## src/rtl/wdg_pkg.sv

```systemverilog
package wdg_pkg;
   typedef enum logic [1:0] {
      REG_CTRL   = 2'd0,
      REG_RELOAD = 2'd1,
      REG_COUNT  = 2'd2,
      REG_FLAG   = 2'd3
   } wdg_reg_e;

   localparam int CTRL_RUN_BIT   = 0;
   localparam int CTRL_IRQEN_BIT = 1;
   localparam int CTRL_RSTEN_BIT = 2;
   localparam int CTRL_SEL_LSB   = 3;
   localparam int CTRL_PSC_LSB   = 8;
endpackage

```

## src/rtl/wdg_regs.sv

```systemverilog
module wdg_regs
   import wdg_pkg::*;
#(
   parameter int DATA_W = 16,
   parameter int PSC_W  = 8,
   parameter int SEL_W  = 2,
   parameter logic [DATA_W-1:0] CTRL_RST = '0
) (
   input  logic              clk,
   input  logic              rst_n,
   input  logic              wr,
   input  logic [1:0]        addr,
   input  logic [DATA_W-1:0] wdata,
   input  logic [DATA_W-1:0] cnt_val,
   input  logic [DATA_W-1:0] reload_val,
   input  logic              expire,
   output logic              run,
   output logic              irq_en,
   output logic              rst_en,
   output logic [SEL_W-1:0]  sel,
   output logic [PSC_W-1:0]  psc,
   output logic              reload_we,
   output logic              cnt_we,
   output logic [DATA_W-1:0] rdata,
   output logic              irq_flag
);
   localparam logic [DATA_W-1:0] CTRL_MASK =
      DATA_W'(7)
      | (DATA_W'((1 << SEL_W) - 1) << CTRL_SEL_LSB)
      | (DATA_W'((1 << PSC_W) - 1) << CTRL_PSC_LSB);

   logic [DATA_W-1:0] ctrl_q;
   logic              ctrl_we;
   logic              flag_clr;

   assign ctrl_we   = wr && (addr == REG_CTRL);
   assign reload_we = wr && (addr == REG_RELOAD);
   assign cnt_we    = wr && (addr == REG_COUNT);
   assign flag_clr  = wr && (addr == REG_FLAG) && wdata[0];

   always_ff @(posedge clk or negedge rst_n) begin
      if (!rst_n) begin
         ctrl_q <= CTRL_RST;
      end else if (ctrl_we) begin
         ctrl_q <= wdata & CTRL_MASK;
      end
   end

   always_ff @(posedge clk or negedge rst_n) begin
      if (!rst_n) begin
         irq_flag <= 1'b0;
      end else if (expire && irq_en) begin
         irq_flag <= 1'b1;
      end else if (flag_clr) begin
         irq_flag <= 1'b0;
      end
   end

   assign run    = ctrl_q[CTRL_RUN_BIT];
   assign irq_en = ctrl_q[CTRL_IRQEN_BIT];
   assign rst_en = ctrl_q[CTRL_RSTEN_BIT];
   assign sel    = ctrl_q[CTRL_SEL_LSB +: SEL_W];
   assign psc    = ctrl_q[CTRL_PSC_LSB +: PSC_W];

   always_comb begin
      case (wdg_reg_e'(addr))
         REG_CTRL:   rdata = ctrl_q;
         REG_RELOAD: rdata = reload_val;
         REG_COUNT:  rdata = cnt_val;
         default:    rdata = {{(DATA_W-1){1'b0}}, irq_flag};
      endcase
   end
endmodule

```

## src/rtl/wdg_clkdiv.sv

```systemverilog
module wdg_clkdiv #(
   parameter int PSC_W     = 8,
   parameter int SEL_W     = 2,
   parameter int BASE_LOG2 = 4
) (
   input  logic             clk,
   input  logic             rst_n,
   input  logic             run,
   input  logic             restart,
   input  logic [PSC_W-1:0] psc,
   input  logic [SEL_W-1:0] sel,
   output logic             tick
);
   localparam int DIV_W = BASE_LOG2 + (1 << SEL_W) - 1;

   logic [PSC_W-1:0] pre_cnt;
   logic [DIV_W-1:0] div_cnt;
   logic [DIV_W:0]   lim_full;
   logic [DIV_W-1:0] div_lim;
   logic             pre_hit;
   logic             div_hit;

   assign lim_full = (DIV_W+1)'(1) << (BASE_LOG2 + int'(sel));
   assign div_lim  = DIV_W'(lim_full - (DIV_W+1)'(1));
   assign pre_hit  = (pre_cnt >= psc);
   assign div_hit  = (div_cnt >= div_lim);
   assign tick     = run && !restart && pre_hit && div_hit;

   always_ff @(posedge clk or negedge rst_n) begin
      if (!rst_n) begin
         pre_cnt <= '0;
         div_cnt <= '0;
      end else if (!run || restart) begin
         pre_cnt <= '0;
         div_cnt <= '0;
      end else if (pre_hit) begin
         pre_cnt <= '0;
         div_cnt <= div_hit ? '0 : div_cnt + 1'b1;
      end else begin
         pre_cnt <= pre_cnt + 1'b1;
      end
   end
endmodule

```

## src/rtl/wdg_counter.sv

```systemverilog
module wdg_counter #(
   parameter int DATA_W = 16,
   parameter logic [DATA_W-1:0] CNT_RST = '0
) (
   input  logic              clk,
   input  logic              rst_n,
   input  logic              tick,
   input  logic              load,
   input  logic              reload_we,
   input  logic [DATA_W-1:0] wdata,
   output logic [DATA_W-1:0] cnt,
   output logic [DATA_W-1:0] reload,
   output logic              expire
);
   assign expire = tick && !load && (cnt == DATA_W'(1));

   always_ff @(posedge clk or negedge rst_n) begin
      if (!rst_n) begin
         reload <= CNT_RST;
      end else if (reload_we) begin
         reload <= wdata;
      end
   end

   always_ff @(posedge clk or negedge rst_n) begin
      if (!rst_n) begin
         cnt <= CNT_RST;
      end else if (load) begin
         cnt <= wdata;
      end else if (tick) begin
         cnt <= (cnt == '0) ? reload : cnt - 1'b1;
      end
   end
endmodule

```

## src/rtl/wdg_rst_pulse.sv

```systemverilog
module wdg_rst_pulse #(
   parameter int RST_CYCLES = 128
) (
   input  logic clk,
   input  logic rst_n,
   input  logic fire,
   output logic pulse
);
   generate
      if (RST_CYCLES == 1) begin : g_single
         always_ff @(posedge clk or negedge rst_n) begin
            if (!rst_n) pulse <= 1'b0;
            else        pulse <= fire;
         end
      end else begin : g_count
         localparam int LEN_W = $clog2(RST_CYCLES + 1);
         logic [LEN_W-1:0] left_q;
         always_ff @(posedge clk or negedge rst_n) begin
            if (!rst_n)             left_q <= '0;
            else if (fire)          left_q <= LEN_W'(RST_CYCLES);
            else if (left_q != '0)  left_q <= left_q - 1'b1;
         end
         assign pulse = (left_q != '0);
      end
   endgenerate
endmodule

```

## src/rtl/presc_wdog.sv

```systemverilog
module presc_wdog
   import wdg_pkg::*;
#(
   parameter int DATA_W     = 16,
   parameter int PSC_W      = 8,
   parameter int SEL_W      = 2,
   parameter int BASE_LOG2  = 4,
   parameter int RST_CYCLES = 128
) (
   input  logic              clk_i,
   input  logic              rst_ni,
   input  logic              bus_wr_i,
   input  logic [1:0]        bus_addr_i,
   input  logic [DATA_W-1:0] bus_wdata_i,
   output logic [DATA_W-1:0] bus_rdata_o,
   output logic              wdt_rst_o,
   output logic              wdt_irq_o
);
   localparam logic [DATA_W-1:0] CTRL_RST =
      (DATA_W'((1 << PSC_W) - 1) << CTRL_PSC_LSB)
      | (DATA_W'((1 << SEL_W) - 1) << CTRL_SEL_LSB)
      | (DATA_W'(1) << CTRL_RSTEN_BIT)
      | (DATA_W'(1) << CTRL_RUN_BIT);
   localparam logic [DATA_W-1:0] CNT_RST = DATA_W'(1) << (DATA_W - 1);

   generate
      if (CTRL_SEL_LSB + SEL_W > CTRL_PSC_LSB) begin : g_bad_sel
         $error("divide select field overlaps prescale field");
      end
      if (CTRL_PSC_LSB + PSC_W > DATA_W) begin : g_bad_psc
         $error("prescale field exceeds register width");
      end
      if (RST_CYCLES < 1) begin : g_bad_len
         $error("reset pulse length must be at least one cycle");
      end
   endgenerate

   logic              run, irq_en, rst_en;
   logic [SEL_W-1:0]  sel;
   logic [PSC_W-1:0]  psc;
   logic              reload_we, cnt_we;
   logic              tick, expire;
   logic [DATA_W-1:0] cnt, reload;

   wdg_regs #(
      .DATA_W(DATA_W), .PSC_W(PSC_W), .SEL_W(SEL_W), .CTRL_RST(CTRL_RST)
   ) regs_i (
      .clk(clk_i), .rst_n(rst_ni), .wr(bus_wr_i), .addr(bus_addr_i),
      .wdata(bus_wdata_i), .cnt_val(cnt), .reload_val(reload),
      .expire(expire), .run(run), .irq_en(irq_en), .rst_en(rst_en),
      .sel(sel), .psc(psc), .reload_we(reload_we), .cnt_we(cnt_we),
      .rdata(bus_rdata_o), .irq_flag(wdt_irq_o)
   );

   wdg_clkdiv #(
      .PSC_W(PSC_W), .SEL_W(SEL_W), .BASE_LOG2(BASE_LOG2)
   ) div_i (
      .clk(clk_i), .rst_n(rst_ni), .run(run), .restart(cnt_we),
      .psc(psc), .sel(sel), .tick(tick)
   );

   wdg_counter #(
      .DATA_W(DATA_W), .CNT_RST(CNT_RST)
   ) cnt_i (
      .clk(clk_i), .rst_n(rst_ni), .tick(tick), .load(cnt_we),
      .reload_we(reload_we), .wdata(bus_wdata_i), .cnt(cnt),
      .reload(reload), .expire(expire)
   );

   wdg_rst_pulse #(
      .RST_CYCLES(RST_CYCLES)
   ) pulse_i (
      .clk(clk_i), .rst_n(rst_ni), .fire(expire && rst_en), .pulse(wdt_rst_o)
   );
endmodule

```

## config.mk

```make
export PLATFORM = sky130hd
export DESIGN_NAME = presc_wdog
export DESIGN_NICKNAME = d
export VERILOG_FILES = /design/src/rtl/wdg_pkg.sv /design/src/rtl/wdg_regs.sv /design/src/rtl/wdg_clkdiv.sv /design/src/rtl/wdg_counter.sv /design/src/rtl/wdg_rst_pulse.sv /design/src/rtl/presc_wdog.sv
export SDC_FILE = /design/constraint.sdc
export NUM_CORES = 1
export LEC_CHECK = 0
export BUFFER_PORTS_ARGS = -buffer_cell sky130_fd_sc_hd__buf_2
export CORE_ASPECT_RATIO = 1.75
export CORE_MARGIN = 2
export CORE_UTILIZATION = 50
export CTS_CLUSTER_SIZE = 10
export DETAILED_ROUTE_END_ITERATION = 12
export GPL_TIMING_DRIVEN = 0
export MAX_ROUTING_LAYER = met4
export PLACE_DENSITY = 0.69
export SYNTH_ARGS = -nofsm -noshare
export SYNTH_HDL_FRONTEND = slang
export SYNTH_SLANG_ARGS = --single-unit
```

## constraint.sdc

```tcl
create_clock -name clk_i -period 6.05 [get_ports clk_i]
set_input_delay 0 -clock clk_i [delete_from_list [all_inputs] [get_ports clk_i]]
set_output_delay 0 -clock clk_i [all_outputs]
set_load 0.005 [all_outputs]
```

==> results of run 1 <==
repair_timing:
item,4_1_cts,5_1_grt
hold endpoints to repair,98,0
hold buffers,17,0
gates resized for setup,0,0
cells in the final DEF (no fill, tap or decap), types with 5 or more instances in the layout:
cell type | Yosys | final
sky130_fd_sc_hd__a21oi_1 | 10 | 10
sky130_fd_sc_hd__nor2_1 | 35 | 35
sky130_fd_sc_hd__dlygate4sd3_1 | 0 | 17
sky130_fd_sc_hd__or3_1 | 5 | 5
sky130_fd_sc_hd__mux2i_1 | 15 | 15
sky130_fd_sc_hd__o21ai_0 | 36 | 36
sky130_fd_sc_hd__clkbuf_1 | 14 | 15
sky130_fd_sc_hd__inv_1 | 19 | 19
sky130_fd_sc_hd__nand2_1 | 41 | 41
sky130_fd_sc_hd__nor3_1 | 11 | 11
sky130_fd_sc_hd__dfstp_2 | 14 | 14
sky130_fd_sc_hd__ha_1 | 16 | 16
sky130_fd_sc_hd__xor2_1 | 9 | 9
sky130_fd_sc_hd__a211oi_1 | 5 | 5
sky130_fd_sc_hd__xnor2_1 | 5 | 5
sky130_fd_sc_hd__buf_2 | 1 | 37
sky130_fd_sc_hd__dfrtp_1 | 55 | 55
sky130_fd_sc_hd__nand3_1 | 13 | 13
sky130_fd_sc_hd__mux2_2 | 22 | 22
sky130_fd_sc_hd__clkbuf_16 | 0 | 9
where the power goes:
group	internal, W	switching (W)	total, W	leakage (nW)
registers	0.000532	0.0000649	0.000597	0.820
clock network	0.000327	0.000196	0.000523	0.149
logic	0.000113	0.000117	0.000230	1.13
total	0.000972	0.000378	0.00135	2.10
flip-flops by register name, summed over array words and instances, names as in the netlist:
name,count
cnt_i.cnt,16
regs_i.irq_flag,1
regs_i.ctrl_q,13
pulse_i.g_count.left_q,8
div_i.pre_cnt,8
cnt_i.reload,16
div_i.div_cnt,7
layer usage:
metal / GRT usage, % / share of wire, % / vias to the layer above
met4: 14.0 / 3.4 / 0
li1: - / - / 1603
met1: 27.6 / 37 / 1659
met2: 44.8 / 55 / 80
met3: 3.89 / 4.6 / 28
met5: - / 0 / -
metrics by stage:
step,std cells,util [%],power (W)
after floorplan,408,-,0.000735
after global placement,535,54.7,0.000814
after detailed placement,535,54.7,0.000825
after CTS,568,60.7,0.00136
after global routing,568,60.7,0.00142
final,568,60.7,0.00135
worst register-to-register path, stage by stage (launching register included):
cell and delay, ns:
sky130_fd_sc_hd__dfstp_2 0.53, sky130_fd_sc_hd__inv_1 0.05, sky130_fd_sc_hd__ha_1 0.31, sky130_fd_sc_hd__nand4_1 0.12, sky130_fd_sc_hd__o31ai_1 0.73, sky130_fd_sc_hd__and3b_1 0.29
sky130_fd_sc_hd__clkbuf_1 0.51, sky130_fd_sc_hd__o311ai_1 0.23, sky130_fd_sc_hd__o221a_2 0.17
logic make-up (layout without fill, tap and decap cells):
| logic type | after synthesis | in the layout |
|---|---|---|
| adders and majority gates | 16 | 16 |
| DFF | 69 | 69 |
| AOI/OAI and AO/OA | 91 | 91 |
| buffers and inverters | 37 | 107 |
| muxes | 38 | 38 |
| and+or+nand+nor | 143 | 143 |
| xor gates and xnor gates | 14 | 14 |
how the worst max path moves through the flow:
stage	slack, ns	depth (start not counted)	endpoint	from
2_1_floorplan	3.65	9	div_i.div_cnt[2]	regs_i.ctrl_q[11]
3_3_place_gp	3.11	8	cnt_i.cnt[2]	regs_i.ctrl_q[15]
3_5_place_dp	3.13	8	cnt_i.cnt[13]	regs_i.ctrl_q[15]
4_1_cts	3.09	9	cnt_i.cnt[2]	regs_i.ctrl_q[10]
5_1_grt	2.80	9	cnt_i.cnt[3]	div_i.pre_cnt[0]
6_report	3.01	8	cnt_i.cnt[13]	regs_i.ctrl_q[15]
cell type report:
cell class | count | area (um^2)
flip-flops and latches | 69 | 1740
well taps | 90 | 113
multi-input cells | 302 | 2070
clock buffers | 11 | 243
plain buffers | 18 | 80.1
repair buffers | 54 | 358
clock inverters | 5 | 50.0
fillers | 672 | 3070
inverters | 19 | 71.3
==> flow_results.xml, run 1 <==
<?xml version="1.0" encoding="UTF-8"?>
<metrics>
  <group name="run_status">
    <metric name="run_status" unit="">complete, no violations</metric>
  </group>
  <group name="grt">
    <metric name="first_global_vias" unit="">3430</metric>
    <metric name="global_route.usage.total" unit="%">25.8</metric>
    <metric name="antenna_found_initial" unit="">0</metric>
    <metric name="grt_max_degree" unit="">70</metric>
    <metric name="grt-ovfl-total" unit="">0</metric>
    <metric name="grt_pass1_wl" unit="um">16600</metric>
  </group>
  <group name="setup_path">
    <metric name="critical_path_peak_fanout" unit="">10</metric>
    <metric name="cpLargestDelayFamily" unit="">compound AO/OA/AOI/OAI gates</metric>
    <metric name="timing.rr.end" unit="">cnt_i.cnt[13]</metric>
    <metric name="timing_worst_setup_path_type" unit="">register to register</metric>
    <metric name="reg2reg_depth" unit="">8</metric>
    <metric name="r2r_setup_slack" unit="ns">3.01</metric>
    <metric name="max_stage_delay" unit="ns">0.73</metric>
    <metric name="timing.critical_path.required" unit="ns">6.28</metric>
    <metric name="type_of_origin_of_the_critical_path" unit="">register</metric>
    <metric name="endpoint_kind" unit="">register</metric>
    <metric name="r2r_start" unit="">regs_i.ctrl_q[15]</metric>
    <metric name="critical_path_arrival" unit="ns">3.28</metric>
    <metric name="worst-path-buf-inv" unit="">2</metric>
    <metric name="cpMaxStageDelayCell" unit="">sky130_fd_sc_hd__o31ai_1</metric>
    <metric name="crit_chain" unit="">inv_1 &gt; ha_1 &gt; nand4_1 &gt; o31ai_1 &gt; and3b_1 &gt; clkbuf_1 &gt; o311ai_1 &gt; o221a_2</metric>
  </group>
  <group name="logic_synthesis">
    <metric name="synth-warning-count" unit="">0</metric>
    <metric name="post_synth_and_or_nand_nor_area_fraction" unit="%">18.5</metric>
    <metric name="synthMuxAreaShare" unit="%">10.6</metric>
    <metric name="yosys_register_bits" unit="">69</metric>
    <metric name="synth_top_family_by_area" unit="">simple AND/OR/NAND/NOR gates</metric>
    <metric name="synth.cells.most_frequent" unit="">55 x sky130_fd_sc_hd__dfrtp_1, 41 x sky130_fd_sc_hd__nand2_1, 36 x sky130_fd_sc_hd__o21ai_0, 35 x sky130_fd_sc_hd__nor2_1, 22 x sky130_fd_sc_hd__mux2_2</metric>
    <metric name="yosys.area_share.xor_xnor" unit="%">3.09</metric>
    <metric name="syn-mean-instance-area" unit="um^2">9.73</metric>
    <metric name="synth_area_leaders" unit="">sky130_fd_sc_hd__dfrtp_1 35%, sky130_fd_sc_hd__dfstp_2 9.3%, sky130_fd_sc_hd__mux2_2 6.2%</metric>
    <metric name="synth.cell_area" unit="um^2">3970</metric>
    <metric name="post_synth_fa_ha_maj_area_fraction" unit="%">5.04</metric>
    <metric name="synth-main-ff-cell" unit="">sky130_fd_sc_hd__dfrtp_1</metric>
    <metric name="post-synth-top-area-fraction" unit="%">34.7</metric>
    <metric name="synthMostInstantiatedCell" unit="">sky130_fd_sc_hd__dfrtp_1</metric>
    <metric name="synth-edff-count" unit="">0</metric>
    <metric name="yosysSeqAreaShare" unit="%">43.9</metric>
    <metric name="synth_fp_nets" unit="">445</metric>
    <metric name="synth_largest_area_cell" unit="">sky130_fd_sc_hd__dfrtp_1</metric>
    <metric name="synth_compound_area_share" unit="%">15.0</metric>
    <metric name="netlist_instances" unit="">408</metric>
    <metric name="async_reset_ff_share" unit="%">100</metric>
    <metric name="netlist-cell-type-count" unit="">58</metric>
  </group>
  <group name="route">
    <metric name="detail_routed_via_count_per_cell" unit="">5.93</metric>
    <metric name="drt-wirelength-per-cell" unit="um">17.7</metric>
    <metric name="drt_drc_violations_left" unit="">0</metric>
    <metric name="initialDrtViolationCount" unit="">260</metric>
    <metric name="antenna_violating_nets_post_route" unit="">0</metric>
    <metric name="via_count" unit="">3370</metric>
    <metric name="drt_pass1_iterations" unit="">4</metric>
    <metric name="totalWireLength" unit="um">10100</metric>
  </group>
  <group name="finish">
    <metric name="finish.instance_area" unit="um^2">4730</metric>
    <metric name="num-nets-final" unit="">510</metric>
    <metric name="layout-drive-gt1-share" unit="%">22.8</metric>
    <metric name="flow.area_growth_from_synthesis" unit="%">19.2</metric>
    <metric name="antenna_fix_cells" unit="">0</metric>
  </group>
  <group name="sta">
    <metric name="layout_min_cycle_time" unit="ns">3.04</metric>
    <metric name="grt_setup_unrepaired" unit="">no</metric>
    <metric name="final.period_utilization" unit="%">50.3</metric>
    <metric name="timing.setup.tns" unit="ns">0</metric>
    <metric name="final_max_slew_viol_count" unit="">0</metric>
    <metric name="clock.fmax" unit="MHz">329</metric>
    <metric name="timing.final.hold_violations" unit="">0</metric>
    <metric name="tightestPinTransition" unit="ns">0.905</metric>
    <metric name="fin_worst_skew" unit="ns">0.00499</metric>
    <metric name="fin_ws" unit="ns">3.01</metric>
    <metric name="setup-violations-final" unit="">0</metric>
    <metric name="fin_worst_hold_slack" unit="ns">0.0191</metric>
    <metric name="max_slew_margin" unit="%">39.7</metric>
  </group>
  <group name="worst_hold_path">
    <metric name="whs_path_depth" unit="">4</metric>
    <metric name="holdCritPathClass" unit="">input port to register</metric>
    <metric name="hold_end" unit="">regs_i.irq_flag</metric>
    <metric name="holdCritStartpoint" unit="">bus_wr_i</metric>
  </group>
  <group name="clocking">
    <metric name="cts.path.max_buffers" unit="">2</metric>
    <metric name="h_tree_level_count" unit="">3</metric>
    <metric name="cts.repair_timing.setup_buffer_count" unit="">0</metric>
    <metric name="clock_tree.root_cell" unit="">sky130_fd_sc_hd__clkbuf_16</metric>
    <metric name="tritoncts" unit="">built</metric>
    <metric name="numCtsBuffers" unit="">9</metric>
    <metric name="worst_skew_pair.late_latency" unit="ns">0.34</metric>
    <metric name="clkTransAtPathRegs" unit="ns">0.06</metric>
    <metric name="cts.sinks" unit="">69</metric>
  </group>
  <group name="power">
    <metric name="vdd.ir_drop.worst" unit="mV">0.175</metric>
    <metric name="power_per_cell_area" unit="nW/um^2">285</metric>
    <metric name="power.leakage" unit="nW">2.10</metric>
  </group>
  <group name="place">
    <metric name="dpl.hpwl" unit="um">7220</metric>
    <metric name="globalplace.congestion" unit="">0.916</metric>
    <metric name="port-buffer-count" unit="">37</metric>
    <metric name="dp_slack" unit="ns">3.13</metric>
    <metric name="dp_area" unit="um^2">4270</metric>
  </group>
  <group name="flow_run">
    <metric name="maxCapViolCount" unit="">0</metric>
  </group>
  <group name="floorplan">
    <metric name="die_height" unit="um">122</metric>
    <metric name="io_pins" unit="">39</metric>
    <metric name="coreArea" unit="um^2">7800</metric>
    <metric name="start_util" unit="%">50.9</metric>
    <metric name="die_width" unit="um">71.4</metric>
    <metric name="total_number_of_placement_rows" unit="">43</metric>
    <metric name="die_area" unit="um^2">8690</metric>
  </group>
</metrics>
(Power assumes the default switching activity.)
==> run 2: changes to the inputs <==
--- a/config.mk
+++ b/config.mk
@@ -13,7 +13,7 @@
 export DETAILED_ROUTE_END_ITERATION = 12
 export GPL_TIMING_DRIVEN = 0
 export MAX_ROUTING_LAYER = met4
-export PLACE_DENSITY = 0.69
+export PLACE_DENSITY = 0.72
 export SYNTH_ARGS = -nofsm -noshare
 export SYNTH_HDL_FRONTEND = slang
 export SYNTH_SLANG_ARGS = --single-unit
==> constraint.sdc (replaced) <==
create_clock -name clk_i -period 2.7 [get_ports clk_i]
set_input_delay 0 -clock clk_i [delete_from_list [all_inputs] [get_ports clk_i]]
set_output_delay 0 -clock clk_i [all_outputs]
set_load 0.005 [all_outputs]
==> flow_results.xml, run 2 (same netlist as run 1, synthesis figures left out) <==
<?xml version="1.0" encoding="UTF-8"?>
<metrics>
  <group name="floorplan">
    <metric name="total_number_of_placement_rows" unit="">43</metric>
    <metric name="die_height" unit="um">122</metric>
    <metric name="die_area" unit="um^2">8690</metric>
    <metric name="io_pins" unit="">39</metric>
    <metric name="coreArea" unit="um^2">7800</metric>
    <metric name="start_util" unit="%">50.9</metric>
    <metric name="die_width" unit="um">71.4</metric>
  </group>
  <group name="sta">
    <metric name="timing.final.hold_violations" unit="">0</metric>
    <metric name="tightestPinTransition" unit="ns">0.904</metric>
    <metric name="grt_setup_unrepaired" unit="">no</metric>
    <metric name="clock.fmax" unit="MHz">392</metric>
    <metric name="fin_worst_hold_slack" unit="ns">0.0450</metric>
    <metric name="max_slew_margin" unit="%">39.7</metric>
    <metric name="fin_worst_skew" unit="ns">0.00469</metric>
    <metric name="layout_min_cycle_time" unit="ns">2.55</metric>
    <metric name="final.period_utilization" unit="%">94.5</metric>
    <metric name="final_max_slew_viol_count" unit="">0</metric>
    <metric name="timing.setup.tns" unit="ns">0</metric>
    <metric name="setup-violations-final" unit="">0</metric>
  </group>
  <group name="setup_path">
    <metric name="timing.rr.end" unit="">cnt_i.cnt[14]</metric>
    <metric name="reg2reg_depth" unit="">7</metric>
    <metric name="critical_path_arrival" unit="ns">2.74</metric>
    <metric name="r2r_start" unit="">cnt_i.cnt[3]</metric>
    <metric name="crit_chain" unit="">or3_4 &gt; or4_1 &gt; buf_4 &gt; nor4_1 &gt; mux2_2 &gt; mux2i_1 &gt; o21ai_0</metric>
    <metric name="type_of_origin_of_the_critical_path" unit="">register</metric>
    <metric name="cpMaxStageDelayCell" unit="">sky130_fd_sc_hd__or4_1</metric>
    <metric name="max_stage_delay" unit="ns">0.50</metric>
    <metric name="timing_worst_setup_path_type" unit="">register to register</metric>
    <metric name="endpoint_kind" unit="">register</metric>
    <metric name="r2r_setup_slack" unit="ns">0.15</metric>
    <metric name="timing.critical_path.required" unit="ns">2.89</metric>
    <metric name="critical_path_peak_fanout" unit="">7</metric>
  </group>
  <group name="finish">
    <metric name="num-nets-final" unit="">509</metric>
    <metric name="layout-drive-gt1-share" unit="%">24.1</metric>
    <metric name="antenna_fix_cells" unit="">0</metric>
    <metric name="fin_util" unit="%">61.1</metric>
    <metric name="finish.instance_area" unit="um^2">4770</metric>
    <metric name="layout_commonest_cell" unit="">sky130_fd_sc_hd__dfrtp_1</metric>
    <metric name="fill_cells" unit="">679</metric>
    <metric name="flow.area_growth_from_synthesis" unit="%">20.1</metric>
    <metric name="mostFrequentLayoutCells" unit="">54 x sky130_fd_sc_hd__dfrtp_1, 41 x sky130_fd_sc_hd__nand2_1, 37 x sky130_fd_sc_hd__buf_2, 36 x sky130_fd_sc_hd__o21ai_0, 35 x sky130_fd_sc_hd__nor2_1</metric>
    <metric name="reg_top3" unit="">cnt_i.cnt (16), cnt_i.reload (16), regs_i.ctrl_q (13)</metric>
    <metric name="final_cells" unit="">567</metric>
  </group>
  <group name="grt">
    <metric name="global_route.usage.total" unit="%">26.0</metric>
    <metric name="grt-ovfl-total" unit="">0</metric>
    <metric name="antenna_found_initial" unit="">0</metric>
    <metric name="grt_max_degree" unit="">70</metric>
    <metric name="first_global_vias" unit="">3550</metric>
    <metric name="grt_pass1_wl" unit="um">16800</metric>
  </group>
  <group name="clocking">
    <metric name="clock_tree.root_cell" unit="">sky130_fd_sc_hd__clkbuf_16</metric>
    <metric name="tritoncts" unit="">built</metric>
    <metric name="cts.path.max_buffers" unit="">2</metric>
    <metric name="h_tree_level_count" unit="">3</metric>
    <metric name="worst_skew_pair.late_latency" unit="ns">0.34</metric>
    <metric name="cts.repair_timing.setup_buffer_count" unit="">0</metric>
    <metric name="cts.sinks" unit="">69</metric>
    <metric name="clkTransAtPathRegs" unit="ns">0.05</metric>
    <metric name="numCtsBuffers" unit="">9</metric>
  </group>
  <group name="route">
    <metric name="initialDrtViolationCount" unit="">278</metric>
    <metric name="drt_drc_violations_left" unit="">0</metric>
    <metric name="drt-wirelength-per-cell" unit="um">18.1</metric>
    <metric name="totalWireLength" unit="um">10300</metric>
    <metric name="drt_pass1_iterations" unit="">4</metric>
    <metric name="detail_routed_via_count_per_cell" unit="">5.96</metric>
    <metric name="via_count" unit="">3378</metric>
    <metric name="antenna_violating_nets_post_route" unit="">0</metric>
  </group>
  <group name="place">
    <metric name="globalplace.congestion" unit="">0.909</metric>
    <metric name="numPlacedInstances" unit="">535</metric>
    <metric name="dp_area" unit="um^2">4270</metric>
    <metric name="dpl.hpwl" unit="um">7400</metric>
    <metric name="port-buffer-count" unit="">37</metric>
  </group>
  <group name="worst_hold_path">
    <metric name="hold_end" unit="">regs_i.irq_flag</metric>
    <metric name="holdCritStartpoint" unit="">bus_wr_i</metric>
    <metric name="holdCritPathClass" unit="">input port to register</metric>
    <metric name="whs_path_depth" unit="">4</metric>
  </group>
  <group name="run_status">
    <metric name="run_status" unit="">complete, no violations</metric>
  </group>
  <group name="power">
    <metric name="power.leakage" unit="nW">2.10</metric>
    <metric name="power_per_cell_area" unit="nW/um^2">628</metric>
    <metric name="vdd.ir_drop.worst" unit="mV">0.453</metric>
  </group>
  <group name="flow_run">
    <metric name="maxCapViolCount" unit="">0</metric>
  </group>
</metrics>
==> run 2: layout make-up <==
type                    count  area [um^2]  share of cell area [%]
multi-input cells         302         2120                    44.6
flip-flops and latches     69         1750                    36.6
repair buffers             54          358                    7.51
clock buffers              15          268                    5.62
well taps                  90          113                    2.36
plain buffers              17         82.6                    1.73
inverters                  19         71.3                    1.50
clock inverters             1         5.00                   0.105
==> run 2: worst max path at each step <==
stage / depth (start not counted) / slack (ns) / to / start
floorplan: 9 / 0.30 / div_i.div_cnt[2] / regs_i.ctrl_q[11]
global placement: 8 / -0.17 / cnt_i.cnt[2] / regs_i.ctrl_q[15]
detailed placement: 8 / -0.24 / cnt_i.cnt[2] / regs_i.ctrl_q[15]
CTS: 9 / 0.06 / cnt_i.cnt[11] / div_i.pre_cnt[0]
global route: 8 / 0.04 / div_i.div_cnt[2] / regs_i.ctrl_q[4]
finish: 7 / 0.15 / cnt_i.cnt[14] / cnt_i.cnt[3]
==> run 2: stage by stage <==
step	total power, W	setup slack, ns
floorplan	0.00165	0.302
global placement	0.00182	-0.172
detailed placement	0.00185	-0.236
CTS	0.00299	0.0612
global route	0.00314	0.0426
finish	0.00299	0.148
==> run 2: worst max-delay path: cells and delay by family, from the launching register on <==
kind            cells  cell delay (ns)
compound gates      1             0.08
buf+inv             1             0.20
flops               1             0.46
mux                 2             0.50
simple gates        3             1.17
==> run 2: timing repair <==
action,in CTS,in global routing
hold buffers,17,0
endpoints found under the hold margin,97,0
pin swaps,0,1
gates resized for setup,7,7
cloned,0,0
endpoints found under the setup margin,40,33
==> run 2: per-layer routing <==
metal	vias up	share of wire, %	GRT usage (%)
met2	89	57	47.1
met4	0	2.5	11.6
met1	1663	37	27.0
met3	22	4.0	4.47
met5	-	0	-
li1	1604	-	-
==> run 2: report_power, final <==
part / switching, W / internal (W)
Sequential: 0.000153 / 0.00119
Combinational: 0.000283 / 0.000274
Clock: 0.000421 / 0.000671
Total: 0.000856 / 0.00214
